==> src/rtl/bus_hold_arbiter.sv <==
module bus_hold_arbiter (
  input  logic clk,
  input  logic rst,
  input  logic hold_req,
  input  logic intr,
  input  logic nmi,
  input  logic cyc_done,
  output logic hold_ack,
  output logic bus_oe,
  output logic core_stall,
  output logic intr_svc,
  output logic nmi_svc
);

  typedef enum logic [2:0] {S_RUN, S_DRAIN, S_FLOAT, S_GRANT, S_RETURN} st_t;

  st_t  st, st_nx;
  logic intr_q, nmi_q;
  logic intr_pend, nmi_pend;

  always_comb begin
    st_nx = st;
    case (st)
      S_RUN:    if (hold_req) st_nx = cyc_done ? S_FLOAT : S_DRAIN;
      S_DRAIN:  if (cyc_done) st_nx = S_FLOAT;
      S_FLOAT:  st_nx = S_GRANT;
      S_GRANT:  if (!hold_req) st_nx = S_RETURN;
      S_RETURN: st_nx = S_RUN;
      default:  st_nx = S_RUN;
    endcase
  end

  wire running = (st == S_RUN) && !rst;

  assign hold_ack   = (st == S_GRANT) && !rst;
  assign bus_oe     = !rst && (st == S_RUN || st == S_DRAIN);
  assign core_stall = rst || (st != S_RUN);
  assign nmi_svc    = running && !hold_req && nmi_pend;
  assign intr_svc   = running && !hold_req && !nmi_pend && intr_pend;

  always_ff @(posedge clk) begin
    if (rst) begin
      st        <= S_RUN;
      intr_q    <= 1'b0;
      nmi_q     <= 1'b0;
      intr_pend <= 1'b0;
      nmi_pend  <= 1'b0;
    end else begin
      st        <= st_nx;
      intr_q    <= intr;
      nmi_q     <= nmi;
      intr_pend <= (intr_pend && !intr_svc) || (intr && !intr_q);
      nmi_pend  <= (nmi_pend && !nmi_svc) || (nmi && !nmi_q);
    end
  end

  p_reset_quiet_r1: assert property (@(posedge clk)
    rst |-> (!hold_ack && !bus_oe && core_stall && !intr_svc && !nmi_svc));

  p_release_at_boundary_r2: assert property (@(posedge clk) disable iff (rst)
    $fell(bus_oe) |-> $past(cyc_done) && $past(hold_req));

  p_float_before_grant_r3: assert property (@(posedge clk) disable iff (rst)
    $rose(hold_ack) |-> $past(!bus_oe) && !bus_oe);

  p_grant_holds_r4: assert property (@(posedge clk) disable iff (rst)
    (hold_ack && hold_req) |=> hold_ack);

  p_return_order_r5: assert property (@(posedge clk) disable iff (rst)
    $fell(hold_ack) |-> !bus_oe);

  p_return_next_r5: assert property (@(posedge clk) disable iff (rst)
    $fell(hold_ack) |=> bus_oe);

  p_hold_beats_irq_r6: assert property (@(posedge clk) disable iff (rst)
    (intr_svc || nmi_svc) |-> (!hold_req && !core_stall && bus_oe));

  p_one_strobe_r7: assert property (@(posedge clk) disable iff (rst)
    $onehot0({intr_svc, nmi_svc}));

endmodule

==> config.mk <==
export PLATFORM = sky130hd
export DESIGN_NAME = bus_hold_arbiter
export DESIGN_NICKNAME = d
export VERILOG_FILES = /design/src/rtl/bus_hold_arbiter.sv
export SDC_FILE = /design/constraint.sdc
export NUM_CORES = 1
export LEC_CHECK = 0
export BUFFER_PORTS_ARGS = -buffer_cell sky130_fd_sc_hd__buf_2
export CORE_AREA = 2 2 39 41
export DETAILED_ROUTE_END_ITERATION = 16
export DIE_AREA = 0 0 41 43
export GPL_TIMING_DRIVEN = 1
export PLACE_DENSITY = 0.45
export SYNTH_ARGS = -nofsm -noshare
export SYNTH_HDL_FRONTEND = slang
export SYNTH_SLANG_ARGS = --single-unit
==> constraint.sdc <==
create_clock -name clk -period 1.6 [get_ports clk]
set_input_delay 0 -clock clk [delete_from_list [all_inputs] [get_ports clk]]
set_output_delay 0 -clock clk [all_outputs]
set_load 0.02 [all_outputs]
==> impl_metrics.toml, run 1 <==
[power_and_ir_drop]
p_total_uw = 418
leakage_nw = 0.193
ir_drop_mv = 0.362
powerDensity_mw_per_mm2 = 1000

[place]
port_buffers = 10
place.gp.congestion = 0.614
dpl_cell_area_um2 = 355

[timing]
max_freq_mhz = 690
slew-limit-headroom = 0.842
rsz0062_at_grt = "no"
worstMarginPinSlew_ps = 234
min_period_ps = 1450
hold_ws_ps = 8.55
slew_viol_final = 0
finClkSkew_ps = 5.53
tns_ps = 0
setup_violations = 0
min_period_over_period = 0.906
final-hold-violation-count = 0

[layout]
final_nets = 56
final_cell_mix = "buf_2, dfxtp_1"
num_antenna_cells = 0
post_route_cells_drive_above_1_share = 0.347
syn2layout_area_growth_pct = 46.5
stdcell_area_um2 = 418
nFillCells = 163
post-route-util = 0.302
layout_commonest_cell = "buf_2"

[floorplanning]
dieArea_mm2 = 0.00176
rows = 14
coreArea_mm2 = 0.00138
die_y_um = 43
die_w_um = 41
num_io_pins = 11
start_util = 0.206

[synth]
synth_flop_cell = "dfxtp_1"
ys_warn_count = 0
postSynthCellCount = 32
synth_edf_count = 0
synthesis.area_um2 = 285
async_flop_share = 0
synth_cell_type_count = 18
syn_avg_cell_area_um2 = 8.91
synth_nets = 38
synth-seq-area-share = 0.491
ys_ff_latch = 7

[routing]
wirelength_um = 569
vias = 262
post_drt_wl_per_cell_um = 8.75
drc = 0
drt_first_pass_iters = 2
vias_per_cell = 4.03
drtIter0Drc = 2
ant_nets = 0

[clock_network]
root_buffer = "clkbuf_4"
clkTransAtPathRegs_ps = 50
clkLatencyLatePin_ps = 250
post-cts-setup-buffers = 0
h-tree-depth = 1
cts_buffers = 3
clock_path_buffers = 2
cts_sinks = 7
cts_tree = "done"

[worst_setup_path]
cp_cell_sequence = "or3_4 -> nor4b_2 -> buf_2"
worstPathArrival_ps = 1450
max_stage_delay_ps = 400
startpoint_type = "flip-flop"
end_kind = "output pin"
path_buf_inv = 1
critPathKind = "reg2out"
required_ps = 1600
crit_family = "simple AND/OR/NAND/NOR gates"
cpMaxStageDelayCell = "or3_4"
cp_max_fo = 5

[grt]
grt_overflow = 0
grt_pass1_wl_um = 986
grt_pass1_vias = 259
grt_max_degree = 9
antenna_found_initial = 0
track_usage = 0.0885

[status]
run_status = "complete, no violations"

[worst_hold_path]
hp-class = "in2reg"

[run]
maxCapViolations = 0
==> flip-flops by register name, summed over array words and instances, names as in the netlist <==
| signal | count |
|---|---|
| intr_pend | 1 |
| intr_q | 1 |
| nmi_pend | 1 |
| st | 3 |
| nmi_q | 1 |
==> per-layer routing <==
layer,part of all wire,track usage
met1,0.49,0.104
met2,0.43,0.109
met3,0.063,0.0314
met4,0.014,0.100
met5,0,0
==> what timing repair did <==
action / CTS / global route
gates resized for setup: 0 / 1
setup endpoints to repair: 0 / 1
hold endpoints to repair: 4 / 0
hold buffers: 3 / 0
==> logic make-up (layout without fill, tap and decap cells) <==
kind of cell | after synthesis | count (layout) | share of synthesized area
XOR/XNOR | 1 | 1 | 0.0307
AND/OR/NAND/NOR | 15 | 15 | 0.311
AO/OA/AOI/OAI | 5 | 5 | 0.114
buffers and inverters | 4 | 21 | 0.0526
flip-flops | 7 | 7 | 0.491
==> synthesized netlist by cell type (2+ instances only) <==
cell / n / area share
inv_1: 3 / 0.039
a21oi_1: 2 / 0.035
nor2_1: 3 / 0.039
nor2b_1: 2 / 0.044
nor3_1: 2 / 0.035
nand2_1: 2 / 0.026
dfxtp_1: 7 / 0.49
==> path summary, 6_finish.rpt <==
path         slack (ps)  cells after the start  startpoint        end
max                 150                      3       st[1]    nmi_svc
min                   9                      2        intr     intr_q
max reg2reg         380                      4       st[1]  intr_pend
min reg2reg         460                      2      intr_q  intr_pend
==> stage by stage <==
| step | setup slack [ps] | cells |
|---|---|---|
| finish | 151 | 65 |
| global route | 61.5 | 65 |
| global placement | 356 | 58 |
| floorplan | 113 | 32 |
| detailed placement | 350 | 58 |
| CTS | 59.5 | 65 |
==> area by class of cell <==
| class | count | area, um^2 | area share |
|---|---|---|---|
| Multi-Input combinational cell | 21 | 136 | 0.326 |
| Sequential cell | 7 | 140 | 0.335 |
| Inverter | 4 | 15.0 | 0.0359 |
| Tap cell | 16 | 20.0 | 0.0479 |
| Timing Repair Buffer | 13 | 80.1 | 0.192 |
| Clock buffer | 4 | 26.3 | 0.0629 |
==> power by group <==
group          internal (mW)  leakage [nW]  switching [mW]  total, mW
Clock                 0.0951        0.0150          0.0644      0.160
Combinational         0.0311         0.120          0.0312     0.0624
Sequential             0.187        0.0580         0.00979      0.196
Total                  0.313         0.193           0.105      0.418
No activity file was read; power rests on OpenSTA's default activity.
==> inputs of run 2 (changes only) <==
--- a/config.mk
+++ b/config.mk
@@ -11,6 +11,7 @@
 export DIE_AREA = 0 0 41 43
 export GPL_TIMING_DRIVEN = 1
 export PLACE_DENSITY = 0.45
+export RECOVER_POWER = 50
 export SYNTH_ARGS = -nofsm -noshare
 export SYNTH_HDL_FRONTEND = slang
 export SYNTH_SLANG_ARGS = --single-unit
==> impl_metrics.toml, run 2 (synthesis gave the netlist of run 1 again) <==
[worst_setup_path]
critPathKind = "reg2out"
startpoint_type = "flip-flop"
max_stage_delay_ps = 400
required_ps = 1600
worstPathArrival_ps = 1450
crit_family = "simple AND/OR/NAND/NOR gates"
cp_cell_sequence = "or3_4 -> nor4b_2 -> buf_2"
path_buf_inv = 1
cp_max_fo = 5
end_kind = "output pin"
cpMaxStageDelayCell = "or3_4"

[floorplanning]
num_io_pins = 11
dieArea_mm2 = 0.00176
start_util = 0.206
coreArea_mm2 = 0.00138
die_y_um = 43
rows = 14
die_w_um = 41

[grt]
grt_pass1_wl_um = 986
antenna_found_initial = 0
grt_pass1_vias = 259
track_usage = 0.0885
use_met3 = 0.0314
grt_busiest_layer = "met2"
grt_overflow = 0
grt_use_met1 = 0.104
grt_max_degree = 9
grt_use_met2 = 0.109

[layout]
final_nets = 56
post_route_cells_drive_above_1_share = 0.286
max_flop_register = "st"
final_cell_mix = "buf_2, dfxtp_1, clkbuf_1"
largest_register_ffs = 3
nFillCells = 166
syn2layout_area_growth_pct = 45.2
instances_no_fill = 65
num_antenna_cells = 0

[clock_network]
root_buffer = "clkbuf_4"
cts_sinks = 7
cts_tree = "done"
clkLatencyLatePin_ps = 250
clock_path_buffers = 2
h-tree-depth = 1
post-cts-setup-buffers = 0
clkTransAtPathRegs_ps = 50
cts_buffers = 3

[power_and_ir_drop]
leakage_nw = 0.184
powerDensity_mw_per_mm2 = 1010
ir_drop_mv = 0.362

[place]
dpl.cell_count = 58
port_buffers = 10
place.gp.congestion = 0.614

[routing]
ant_nets = 0
post_drt_wl_per_cell_um = 8.71
vias_per_cell = 4.03
wirelength_um = 566
drc = 0
drtIter0Drc = 2
vias = 262
drt_first_pass_iters = 2

[run]
maxCapViolations = 0

[timing]
rsz0062_at_grt = "no"
slew_viol_final = 0
min_period_over_period = 0.906
tns_ps = 0
worstMarginPinSlew_ps = 325
max_freq_mhz = 690
final-hold-violation-count = 0
finClkSkew_ps = 5.54
min_period_ps = 1450
slew-limit-headroom = 0.783
setup_violations = 0

[status]
run_status = "complete, no violations"

[worst_hold_path]
hp-class = "in2reg"
## run 2: cell count changes in the layout (fill, tap and decap cells not counted), sizes merged
| cell | delta |
|---|---|
| clkbuf | +3 |
| buf | -3 |
## run 2: timing repair
| item | 4_1_cts | 5_1_grt |
|---|---|---|
| endpoints found under the setup margin | 0 | 1 |
| endpoints found under the hold margin | 4 | 0 |
| resized for setup | 0 | 1 |
| hold buffers | 3 | 0 |
## run 2: cell type report
| type | count | area [um^2] | area share |
|---|---|---|---|
| Sequential cell | 7 | 140 | 0.338 |
| Tap cell | 16 | 20.0 | 0.0483 |
| Clock buffer | 4 | 26.3 | 0.0634 |
| Timing Repair Buffer | 13 | 76.3 | 0.184 |
| Inverter | 4 | 15.0 | 0.0363 |
| Multi-Input combinational cell | 21 | 136 | 0.329 |
## run 2: worst paths after layout
kind | cells after the start | to | slack (ps) | start
worst max-delay path | 3 | nmi_svc | 150 | st[1]
worst min-delay path | 2 | intr_q | 9 | intr
worst max register to register | 4 | intr_pend | 380 | st[1]
worst min register to register | 2 | intr_pend | 460 | intr_q
## run 2: power by group
group	switching [mW]	internal (mW)	total, mW
combinational	0.0313	0.0303	0.0616
sequential	0.00979	0.187	0.196
clock	0.0643	0.0951	0.159
total	0.105	0.312	0.417
## run 2: metrics by stage
stage                     power (mW)  hold slack (ps)  utilization  setup WS (ps)  area (um^2)
after floorplan                0.235             69.1            -            113          285
after global placement         0.256              199        0.257            356          355
after detailed placement       0.256              204        0.257            350          355
after CTS                      0.427             6.49        0.297           59.5          412
after global routing           0.445             12.6        0.299           61.4          414
final                          0.417             8.55        0.299            151          414
## run 2: metal layers
metal	part of all wire	wire length (um)
met1	0.48	274
met2	0.44	247
met3	0.064	36
met4	0.014	8
met5	0	0
